[src/rtl/strip_pkg.sv]
package strip_pkg;

    typedef enum logic [1:0] {
        ST_IDLE   = 2'd0,
        ST_EMIT   = 2'd1,
        ST_FINISH = 2'd2
    } strip_state_e;

endpackage

[src/rtl/strip_split.sv]
// Derives the length of the leading (short) piece and the number of pieces
// from the element count. MVL is a power of two, so modulo is a low slice
// and the quotient is the remaining high bits.
module strip_split #(
    parameter int N_W      = 16,
    parameter int MVL_LOG2 = 6,
    localparam int VL_W    = MVL_LOG2 + 1,
    localparam int CNT_W   = N_W - MVL_LOG2 + 1
) (
    input  logic [N_W-1:0]   n_i,
    output logic [VL_W-1:0]  first_len_o,
    output logic [CNT_W-1:0] chunk_cnt_o
);

    logic [CNT_W-1:0] quot;

    generate
        if (MVL_LOG2 == 0) begin : g_unit
            assign first_len_o = '0;
            assign quot        = CNT_W'(n_i);
        end else begin : g_pow2
            assign first_len_o = {1'b0, n_i[MVL_LOG2-1:0]};
            assign quot        = {1'b0, n_i[N_W-1:MVL_LOG2]};
        end
    endgenerate

    assign chunk_cnt_o = quot + CNT_W'(1);

endmodule

[src/rtl/strip_cursor.sv]
// Holds the descriptor under presentation: start index, length and the
// number of pieces still to hand out (including the current one).
module strip_cursor #(
    parameter int N_W      = 16,
    parameter int MVL_LOG2 = 6,
    localparam int VL_W    = MVL_LOG2 + 1,
    localparam int CNT_W   = N_W - MVL_LOG2 + 1
) (
    input  logic             clk,
    input  logic             rst_n,
    input  logic             load_i,
    input  logic             step_i,
    input  logic [VL_W-1:0]  first_len_i,
    input  logic [CNT_W-1:0] chunk_cnt_i,
    output logic [N_W-1:0]   start_o,
    output logic [VL_W-1:0]  len_o,
    output logic             last_o
);

    localparam logic [VL_W-1:0] FULL_LEN = VL_W'(1) << MVL_LOG2;

    logic [CNT_W-1:0] left_q;

    always_ff @(posedge clk) begin
        if (!rst_n) begin
            start_o <= '0;
            len_o   <= '0;
            left_q  <= '0;
        end else if (load_i) begin
            start_o <= '0;
            len_o   <= first_len_i;
            left_q  <= chunk_cnt_i;
        end else if (step_i) begin
            start_o <= start_o + N_W'(len_o);
            len_o   <= FULL_LEN;
            left_q  <= left_q - CNT_W'(1);
        end
    end

    assign last_o = (left_q == CNT_W'(1));

endmodule

[src/rtl/strip_ctrl.sv]
// Sequencing state machine: IDLE -> EMIT (start), EMIT -> EMIT (advance),
// EMIT -> FINISH (complete), FINISH -> IDLE (retire).
module strip_ctrl
    import strip_pkg::*;
(
    input  logic clk,
    input  logic rst_n,
    input  logic start_i,
    input  logic ready_i,
    input  logic last_i,
    output logic load_o,
    output logic step_o,
    output logic valid_o,
    output logic busy_o,
    output logic done_o
);

    strip_state_e state_q, state_d;

    always_ff @(posedge clk) begin
        if (!rst_n) begin
            state_q <= ST_IDLE;
        end else begin
            state_q <= state_d;
        end
    end

    always_comb begin
        state_d = state_q;
        unique case (state_q)
            ST_IDLE: begin
                if (start_i) state_d = ST_EMIT;
            end
            ST_EMIT: begin
                if (ready_i && last_i) state_d = ST_FINISH;
            end
            ST_FINISH: begin
                state_d = ST_IDLE;
            end
            default: begin
                state_d = ST_IDLE;
            end
        endcase
    end

    always_comb begin
        load_o  = 1'b0;
        step_o  = 1'b0;
        valid_o = 1'b0;
        busy_o  = 1'b0;
        done_o  = 1'b0;
        unique case (state_q)
            ST_IDLE: begin
                load_o = start_i;
            end
            ST_EMIT: begin
                valid_o = 1'b1;
                busy_o  = 1'b1;
                step_o  = ready_i && !last_i;
            end
            ST_FINISH: begin
                busy_o = 1'b1;
                done_o = 1'b1;
            end
            default: begin
                busy_o = 1'b0;
            end
        endcase
    end

endmodule

[src/rtl/strip_seq.sv]
module strip_seq #(
    parameter int N_W      = 16,
    parameter int MVL_LOG2 = 6,
    localparam int VL_W    = MVL_LOG2 + 1,
    localparam int CNT_W   = N_W - MVL_LOG2 + 1
) (
    input  logic            clk,
    input  logic            rst_n,
    input  logic            start_i,
    input  logic [N_W-1:0]  n_i,
    input  logic            desc_ready_i,
    output logic            desc_valid_o,
    output logic [N_W-1:0]  desc_start_o,
    output logic [VL_W-1:0] desc_len_o,
    output logic            desc_empty_o,
    output logic            desc_last_o,
    output logic            busy_o,
    output logic            done_o
);

    logic [VL_W-1:0]  first_len;
    logic [CNT_W-1:0] chunk_cnt;
    logic             load, step, last;

    strip_split #(.N_W(N_W), .MVL_LOG2(MVL_LOG2)) u_split (
        .n_i         (n_i),
        .first_len_o (first_len),
        .chunk_cnt_o (chunk_cnt)
    );

    strip_cursor #(.N_W(N_W), .MVL_LOG2(MVL_LOG2)) u_cursor (
        .clk         (clk),
        .rst_n       (rst_n),
        .load_i      (load),
        .step_i      (step),
        .first_len_i (first_len),
        .chunk_cnt_i (chunk_cnt),
        .start_o     (desc_start_o),
        .len_o       (desc_len_o),
        .last_o      (last)
    );

    strip_ctrl u_ctrl (
        .clk     (clk),
        .rst_n   (rst_n),
        .start_i (start_i),
        .ready_i (desc_ready_i),
        .last_i  (last),
        .load_o  (load),
        .step_o  (step),
        .valid_o (desc_valid_o),
        .busy_o  (busy_o),
        .done_o  (done_o)
    );

    assign desc_last_o  = last;
    assign desc_empty_o = (desc_len_o == '0);

endmodule

[config.mk]
export PLATFORM = sky130hd
export DESIGN_NAME = strip_seq
export DESIGN_NICKNAME = d
export VERILOG_FILES = /design/src/rtl/strip_pkg.sv /design/src/rtl/strip_split.sv /design/src/rtl/strip_cursor.sv /design/src/rtl/strip_ctrl.sv /design/src/rtl/strip_seq.sv
export SDC_FILE = /design/constraint.sdc
export NUM_CORES = 1
export LEC_CHECK = 0
export BUFFER_PORTS_ARGS = -buffer_cell sky130_fd_sc_hd__buf_2
export CORE_MARGIN = 4
export CORE_UTILIZATION = 58
export DETAILED_ROUTE_END_ITERATION = 12
export GPL_ROUTABILITY_DRIVEN = 0
export PLACE_DENSITY = 0.82
export SLEW_MARGIN = 30
export SYNTH_ARGS = -nofsm -noshare
export SYNTH_HDL_FRONTEND = slang
export SYNTH_SLANG_ARGS = --single-unit
[constraint.sdc]
create_clock -name clk -period 5.2 [get_ports clk]
set_input_delay 0.52 -clock clk [delete_from_list [all_inputs] [get_ports clk]]
set_output_delay 0.52 -clock clk [all_outputs]
set_load 0.05 [all_outputs]
==> out/results.txt <==
Max Slew Vio Count = 0
max cap viols = 0
Overflow after GRT = 0
worst r2r path cells = 4
die span in y = 69.7 um
Setup Skew = 0.00729 ns
clock latency at the later pin of the worst-skew pair = 0.29 ns
final hold vios = 0
Mapped Area = 2200 um^2
die span in x = 69.7 um
initial antenna violation count = 0
Synth area leader = dfxtp_1
clock transition at the registers of the reported paths = 0.07 ns
Final Net Count = 341
hold depth = 3
dpl ws = 2.59 ns
IO Pins = 48
first-pass GRT wire length = 8450 um
largest net degree at the start of global routing = 22
most frequent cells in the layout = buf_2 (47), dfxtp_1 (36), nand2_1 (23)
# hold bufs at CTS = 0
Worst Min Path Start = n_i[4]
wire per inst = 14.4 um
post-CTS setup buffer count = 0
total vias in the final route = 2,093
Pwr per Cell Area = 284 nW/um^2
IO buf count = 47
most common cell after layout, fill and taps aside = buf_2
crit path capture type = primary output
minimum clock period = 2.72 ns
Core ar. = 3660 um^2
Total GRT Usage = 0.210
H-tree depth = 2
Crit Reg-Reg Startpoint = u_cursor.left_q[5]
post-synth top area share = 0.327
asr flop ratio synth = 0
Syn-to-layout area delta = 15.6%
CTS tree = yes
Tightest Hold Check Type = in2reg
CTS Root Buffer Type = clkbuf_8
Lkg Pwr = 1.16 nW
ANT nets after route = 0
Fill cells = 326
top_reg_cell synth = dfxtp_1
outcome = finished clean
Syn Nets = 297
# clock sinks = 36
cts bufs inserted = 5
Post-Synthesis Cells = 262
CP arrival = 2.20 ns
Diodes inserted = 0
kind of critical path = reg2out
Period Utilization, post-route = 0.522
vias per inst = 5.90
Synth Register Bits = 36
DRC = 0
syn avg cell area = 8.41 um^2
num rows = 22
Register Area = 721 um^2
Synth warnings = 0
WP data required = 4.68 ns
RSZ-0062 raised after global routing = no
EDFF count, synth = 0
post-DP HPWL = 3740 um
R2R Path End = u_cursor.start_o[10]
hold path endpoint = u_cursor.len_o[4]
Max Freq = 0.368 GHz
setup TNS = 0 ns
Cell variety after synth = 54
first drt pass iteration count = 4
die area = 4850 um^2
vias in the first global route = 1,893
drt first-iter violations = 169
Design Power = 0.000723 W
starting density of the core = 0.602
Longest Clk Path Bufs = 2
VDD IR-drop max = 0.000190 V
# setup viols final = 0
Critical Path Fanout Max = 7
Resized Gates After CTS = 0
register area share after synthesis = 0.327
final worst setup slack = 2.48 ns
final WL = 5100 um
Least-Margin Pin Slew = 0.681 ns
top cells by area, synth = dfxtp_1 (33%), ha_1 (7.9%), xor2_1 (4.8%), nand3_1 (4.5%), xnor2_1 (4.0%)
share of layout cells above drive strength 1 = 0.195
reg2reg setup slack = 2.75 ns
Worst setup SP type = flip-flop
worst rel slew slack = 0.546
multi-input logic area = 1410 um^2
-- cell usage after synthesis, drive strengths merged, types with 2 or more instances --
cell / instances
xnor2: 10
a21o: 3
a21boi: 7
nand2b: 2
xor2: 12
inv: 6
a31o: 3
a211oi: 3
o21ai: 14
a21oi: 16
a2111oi: 2
nor4: 2
dfxtp: 36
or3: 3
nor2: 21
nor3b: 3
buf: 4
and2: 3
nor2b: 2
or4: 2
nand4: 8
ha: 14
o21a: 3
and3: 5
nor3: 7
o211a: 3
nand3: 20
clkbuf: 7
nand2: 23
-- worst max path at each step --
stage / cells past startpoint / to / slack, ns / startpoint
after global placement: 5 / u_cursor.left_q[8] / 2.67 / u_cursor.left_q[5]
after global routing: 3 / desc_last_o / 2.34 / u_cursor.left_q[5]
after floorplan: 2 / desc_empty_o / 2.18 / u_cursor.len_o[3]
final: 3 / desc_last_o / 2.48 / u_cursor.left_q[5]
after CTS: 3 / desc_last_o / 2.48 / u_cursor.left_q[5]
after detailed placement: 5 / u_cursor.left_q[8] / 2.59 / u_cursor.left_q[5]
-- report_power, final --
part | internal (W) | switching [W]
sequential | 0.000294 | 0.0000177
combinational | 0.0000658 | 0.000139
clock | 0.000108 | 0.0000993
total | 0.000468 | 0.000256
-- layout make-up --
cell class / instances / share of cell area
clock buffer: 8 / 0.0353
inverter: 6 / 0.00884
multi-input combinational: 209 / 0.554
sequential: 36 / 0.283
tap: 48 / 0.0236
timing repair buffer: 48 / 0.0952
-- flip-flops by register name, summed over array words and instances, names as in the netlist --
| signal | count |
|---|---|
| u_cursor.left_q | 11 |
| u_ctrl.state_q | 2 |
| u_cursor.start_o | 16 |
| u_cursor.len_o | 7 |
-- worst max-delay path: stages (launching register included) --
cell	delay, ns
dfxtp_1	0.34
or4_1	0.69
nor4_4	0.52
buf_2	0.35
-- stage by stage --
step	area (um^2)	hold slack (ns)	std cells	utilization
2_1_floorplan	2200	0.455	262	-
3_3_place_gp	2450	0.464	346	0.670
3_5_place_dp	2450	0.470	346	0.670
4_1_cts	2540	0.469	354	0.694
5_1_grt	2550	0.467	355	0.696
6_report	2550	0.470	355	0.696
-- cell families (layout without fill, tap and decap cells) --
| kind of cell | count (synthesis) | after routing | synth area share |
|---|---|---|---|
| AOI/OAI and AO/OA | 66 | 66 | 0.215 |
| DFF | 36 | 36 | 0.327 |
| xor gates and xnor gates | 22 | 22 | 0.0874 |
| muxes | 1 | 1 | 0.00454 |
| and+or+nand+nor | 105 | 105 | 0.246 |
| buffers and inverters | 17 | 62 | 0.0324 |
| adders and majority gates | 15 | 15 | 0.0885 |
-- layer usage --
| metal | up-vias | GRT usage | routed length (um) |
|---|---|---|---|
| li1 | 1046 | - | - |
| met1 | 974 | 0.274 | 2340 |
| met2 | 67 | 0.344 | 2380 |
| met3 | 6 | 0.0551 | 325 |
| met4 | 0 | 0.0553 | 51 |
| met5 | - | 0 | 0 |
Note: power is estimated with default switching activity, not from simulation.
